===== config.mk =====
export PLATFORM = sky130hd
export DESIGN_NAME = excl_monitor
export DESIGN_NICKNAME = d
export VERILOG_FILES = /design/src/rtl/excl_pkg.sv /design/src/rtl/excl_line_cmp.sv /design/src/rtl/excl_evt_decode.sv /design/src/rtl/excl_monitor.sv
export SDC_FILE = /design/constraint.sdc
export NUM_CORES = 1
export LEC_CHECK = 0
export BUFFER_PORTS_ARGS = -buffer_cell sky130_fd_sc_hd__buf_2
export CAP_MARGIN = 20
export CORE_MARGIN = 10
export CORE_UTILIZATION = 35
export CTS_CLUSTER_SIZE = 16
export DETAILED_ROUTE_END_ITERATION = 12
export SLEW_MARGIN = 30
export SYNTH_ARGS = -nofsm -noshare
export SYNTH_HDL_FRONTEND = slang
export SYNTH_SLANG_ARGS = --single-unit
export TNS_END_PERCENT = 20

===== constraint.sdc =====
create_clock -name clk -period 7.01 [get_ports clk]
set_clock_uncertainty 0.1 [all_clocks]
set_input_delay 2.103 -clock clk [delete_from_list [all_inputs] [get_ports clk]]
set_output_delay 2.103 -clock clk [all_outputs]
set_load 0.005 [all_outputs]

===== src/rtl/excl_pkg.sv =====
package excl_pkg;
  typedef enum logic [1:0] {
    XOP_IDLE  = 2'd0,
    XOP_LOAD  = 2'd1,
    XOP_STORE = 2'd2,
    XOP_CLEAR = 2'd3
  } xop_e;
endpackage


===== src/rtl/excl_line_cmp.sv =====
module excl_line_cmp #(
  parameter int ADDR_W = 32,
  parameter int OFS_W  = 6
) (
  input  logic [ADDR_W-1:0] a,
  input  logic [ADDR_W-1:0] b,
  output logic              same_line
);
  logic [ADDR_W-1:0] diff;
  always_comb begin
    diff      = (a ^ b) >> OFS_W;
    same_line = (diff == '0);
  end
endmodule


===== src/rtl/excl_evt_decode.sv =====
module excl_evt_decode #(
  parameter int ADDR_W       = 32,
  parameter int OFS_W        = 6,
  parameter bit SNOOP_RD_CLR = 1'b0
) (
  input  logic [ADDR_W-1:0] line_addr,
  input  logic              snp_valid,
  input  logic              snp_write,
  input  logic [ADDR_W-1:0] snp_addr,
  input  logic              evict_valid,
  input  logic [ADDR_W-1:0] evict_addr,
  input  logic              ctx_flush,
  output logic              kill
);
  logic snp_hit, ev_hit, snp_counts;

  excl_line_cmp #(.ADDR_W(ADDR_W), .OFS_W(OFS_W)) u_snp_cmp (
    .a(snp_addr), .b(line_addr), .same_line(snp_hit)
  );
  excl_line_cmp #(.ADDR_W(ADDR_W), .OFS_W(OFS_W)) u_ev_cmp (
    .a(evict_addr), .b(line_addr), .same_line(ev_hit)
  );

  generate
    if (SNOOP_RD_CLR) begin : g_rd_clr
      assign snp_counts = snp_valid;
    end else begin : g_wr_only
      assign snp_counts = snp_valid & snp_write;
    end
  endgenerate

  assign kill = ctx_flush | (snp_counts & snp_hit) | (evict_valid & ev_hit);
endmodule


===== src/rtl/excl_monitor.sv =====
module excl_monitor #(
  parameter int ADDR_W       = 32,
  parameter int LINE_BYTES   = 64,
  parameter bit SNOOP_RD_CLR = 1'b0
) (
  input  logic              clk,
  input  logic              rst,
  input  logic              req_valid,
  input  logic [1:0]        req_op,
  input  logic [ADDR_W-1:0] req_addr,
  input  logic              snp_valid,
  input  logic              snp_write,
  input  logic [ADDR_W-1:0] snp_addr,
  input  logic              evict_valid,
  input  logic [ADDR_W-1:0] evict_addr,
  input  logic              ctx_flush,
  output logic              mon_armed,
  output logic              mem_we,
  output logic [ADDR_W-1:0] mem_waddr,
  output logic              stx_done,
  output logic              stx_status
);
  import excl_pkg::*;

  localparam int OFS_W = $clog2(LINE_BYTES);

  xop_e              op;
  logic              is_ld, is_st, is_clr;
  logic [ADDR_W-1:0] tag_q, target;
  logic              armed_q, armed_d;
  logic              kill, st_hit, st_ok;

  always_comb begin
    op     = req_valid ? xop_e'(req_op) : XOP_IDLE;
    is_ld  = (op == XOP_LOAD);
    is_st  = (op == XOP_STORE);
    is_clr = (op == XOP_CLEAR);
    target = is_ld ? req_addr : tag_q;
  end

  excl_evt_decode #(
    .ADDR_W(ADDR_W), .OFS_W(OFS_W), .SNOOP_RD_CLR(SNOOP_RD_CLR)
  ) u_evt (
    .line_addr(target),
    .snp_valid(snp_valid), .snp_write(snp_write), .snp_addr(snp_addr),
    .evict_valid(evict_valid), .evict_addr(evict_addr),
    .ctx_flush(ctx_flush), .kill(kill)
  );

  excl_line_cmp #(.ADDR_W(ADDR_W), .OFS_W(OFS_W)) u_st_cmp (
    .a(req_addr), .b(tag_q), .same_line(st_hit)
  );

  always_comb begin
    st_ok   = is_st & armed_q & st_hit & ~kill;
    armed_d = armed_q;
    if (is_ld) armed_d = 1'b1;
    else if (is_st | is_clr) armed_d = 1'b0;
    if (kill) armed_d = 1'b0;
  end

  always_ff @(posedge clk) begin
    if (rst) begin
      armed_q    <= 1'b0;
      tag_q      <= '0;
      mem_we     <= 1'b0;
      mem_waddr  <= '0;
      stx_done   <= 1'b0;
      stx_status <= 1'b0;
    end else begin
      armed_q    <= armed_d;
      mem_we     <= st_ok;
      stx_done   <= is_st;
      stx_status <= is_st & ~st_ok;
      if (is_ld) tag_q <= req_addr;
      if (is_st) mem_waddr <= req_addr;
    end
  end

  assign mon_armed = armed_q;
endmodule


==> flow_metrics.tcl <==
set metrics [dict create \
    status "finished, final reports clean" \
    postSynthAreaPerCell_um2 8.06 \
    synth.top_cells.by_count "76 x nand2_1, 62 x dfxtp_1, 36 x a21oi_1" \
    rsz0062_at_grt "no" \
    power_uw 853 \
    yosysMostFrequentCell "nand2_1" \
    die_h_um 120 \
    ys_warn_count 0 \
    first_global_vias 3701 \
    h-tree-depth 3 \
    antenna_found_initial 0 \
    synth_largest_area_cell "dfxtp_1" \
    seq_power_share_pct 43.7 \
    fp.dieW_um 120 \
    p_clk_share_pct 38.1 \
    wirelength_um 13400 \
    finalCriticalPeriod_ns 4.87 \
    io_buffers 128 \
    drv_slew 0 \
    grt_usage_pct 17.9 \
    fin_cells 692 \
    critical_path_class "in -> reg" \
    yosysUniqueCellTypes 40 \
    initial_core_util_pct 35.8 \
    gr-usage-met1_pct 23.1 \
    post_cts_buffers 0 \
    power_density_mw_per_mm2 193 \
    max_stage_delay_ns 0.60 \
    synthFlopType "dfxtp_1" \
    dp_cells 676 \
    syn-num-nets 539 \
    path_clk_slew_ns 0.07 \
    clkSinkCount 62 \
    slew_headroom_pct 54.5 \
    gp_congestion 0.901 \
    post_cts_resize_count 0 \
    root_buffer "clkbuf_8" \
    setup_ws_ns 2.14 \
    grt_use_met2_pct 29.1 \
    cts_buffer_depth 2 \
    fin_crit_sh_pct 69.4 \
    final_nets 659 \
    drv_cap 0 \
    min_path_type "reg -> reg" \
    vdd_drop_max_uv 84.7 \
    finalSetupViolations 0 \
    area_growth_pct 26.7 \
    cp_max_fo 39 \
    synth-seq-area-share_pct 35.5 \
    swShare_pct 30.4 \
    async_reset_ff_share_pct 0 \
    die-area_mm2 0.0144 \
    drtIter0Drc 226 \
    p_switching_uw 259 \
    grt_pass1_wl_um 20400 \
    grt_max_degree 62 \
    comb_power_share_pct 18.2 \
    fp-row-count 36 \
    synth-edff-count 0 \
    ctsHoldBuffers 0 \
    via_count 3541 \
    ys_ff_latch 62 \
    tns_ns 0 \
    crit_path_end_kind "register" \
    insertion_delay_ns 0.35 \
    startpoint_type "primary input" \
    synth_cells 434 \
    top_usage_layer "met2" \
    cts_buffers 9 \
    cts_tree "built" \
    cp.arrival_ns 5.06 \
    synth_area_leaders "dfxtp_1 35%, xor2_1 8.3%, nand2_1 8.2%" \
    globalRouteOverflowTotal 0 \
    wire_per_inst_um 19.3 \
    grt_util_met3_pct 4.69 \
    whs_ns 0.353 \
    crit_slowest_cell "or4_1" \
    leakage_uw 0.00204 \
    fmax_mhz 205 \
    hold_viol_final 0 \
    drive_above_1_share_pct 27.0 \
    worstPathCellList "buf_2, nand3b_4, mux2i_1, xnor2_1, or4_1, or4_1, o221ai_1, and2_1" \
    coreArea_mm2 0.00977 \
    worst_pin_slew_ns 0.683 \
    dpl.hpwl_um 10500 \
    required_ns 7.20 \
    num_antenna_cells 0 \
    ant_nets 0 \
    crit_path_frequent_cell "or4_1" \
    fillers 1036 \
    ioPinCount 141 \
    first_pass_iters 4 \
    synth_top_area_share_pct 35.5 \
    internal_power_uw 594 \
    vias_per_cell 5.12 \
    pre_cts_slack_ns 1.81 \
    synth_area_mm2 0.00350 \
    remaining_drc_errors 0 \
]
==> cells by family (layout without fill, tap and decap cells) <==
kind of cell	Yosys count	after routing	share of synthesized area [%]
buffers and inverters	53	178	5.97
XOR/XNOR	64	64	16.0
AO/OA/AOI/OAI	91	91	17.8
multiplexers	23	23	6.79
flip-flops	62	62	35.5
AND/OR/NAND/NOR	141	141	17.9
==> power by group through the flow <==
| stage | clock network (uW) | registers, uW | logic (uW) |
|---|---|---|---|
| final | 325 | 373 | 155 |
| after global routing | 349 | 375 | 170 |
| after CTS | 328 | 373 | 156 |
| after detailed placement | 0 | 381 | 155 |
| after global placement | 0 | 381 | 154 |
| after floorplan | 0 | 380 | 79.2 |
==> critical path: cells and delay by family <==
kind            cells  cell delay, ns
buf+inv             1            0.12
compound gates      1            0.30
mux                 1            0.55
simple gates        4            1.85
xor+xnor            1            0.13
==> path summary, 6_finish.rpt <==
check / startpoint / slack, ns / to / cells past startpoint
setup / recovery: req_op[1] / 2.14 / stx_status / 8
hold / removal: mem_waddr[28] / 0.35 / mem_waddr[28] / 2
setup reg to reg: tag_q[18] / 4.13 / stx_status / 7
hold reg to reg: mem_waddr[28] / 0.35 / mem_waddr[28] / 2
==> through the flow <==
step / util, % / area, um2
2_1_floorplan: - / 3500
3_3_place_gp: 43.3 / 4230
3_5_place_dp: 43.3 / 4230
4_1_cts: 45.4 / 4430
5_1_grt: 45.4 / 4430
6_report: 45.4 / 4430
==> layout make-up <==
cell class | count | area, um2 | area share [%]
repair buffers | 129 | 651 | 14.7
flip-flops and latches | 62 | 1240 | 28.0
multi-input cells | 319 | 2050 | 46.3
clock inverters | 7 | 75.1 | 1.69
clock buffers | 9 | 124 | 2.79
well taps | 133 | 166 | 3.75
inverters | 33 | 124 | 2.79
==> state kept, by name (all words and copies together), names as in the netlist <==
signal and count:
tag_q 26, mon_armed 1, stx_status 1, stx_done 1, mem_waddr 32, mem_we 1
==> layer usage <==
metal / wire [um] / part of all wire [%]
met5: 0 / 0
met4: 124 / 0.93
met3: 990 / 7.4
met2: 6060 / 45
met1: 6180 / 46
==> cells in the final DEF, fill, tap and decap left out, types with 9 or more instances in the layout <==
cell and count:
buf_2 127, nor2_1 29, xnor2_1 31, nand2_1 76, dfxtp_1 62, o22ai_1 10, clkbuf_8 9, a21oi_1 36
mux2i_1 21, nor4_1 10, xor2_1 33, inv_1 33
Note: power is estimated with default switching activity, not from simulation.
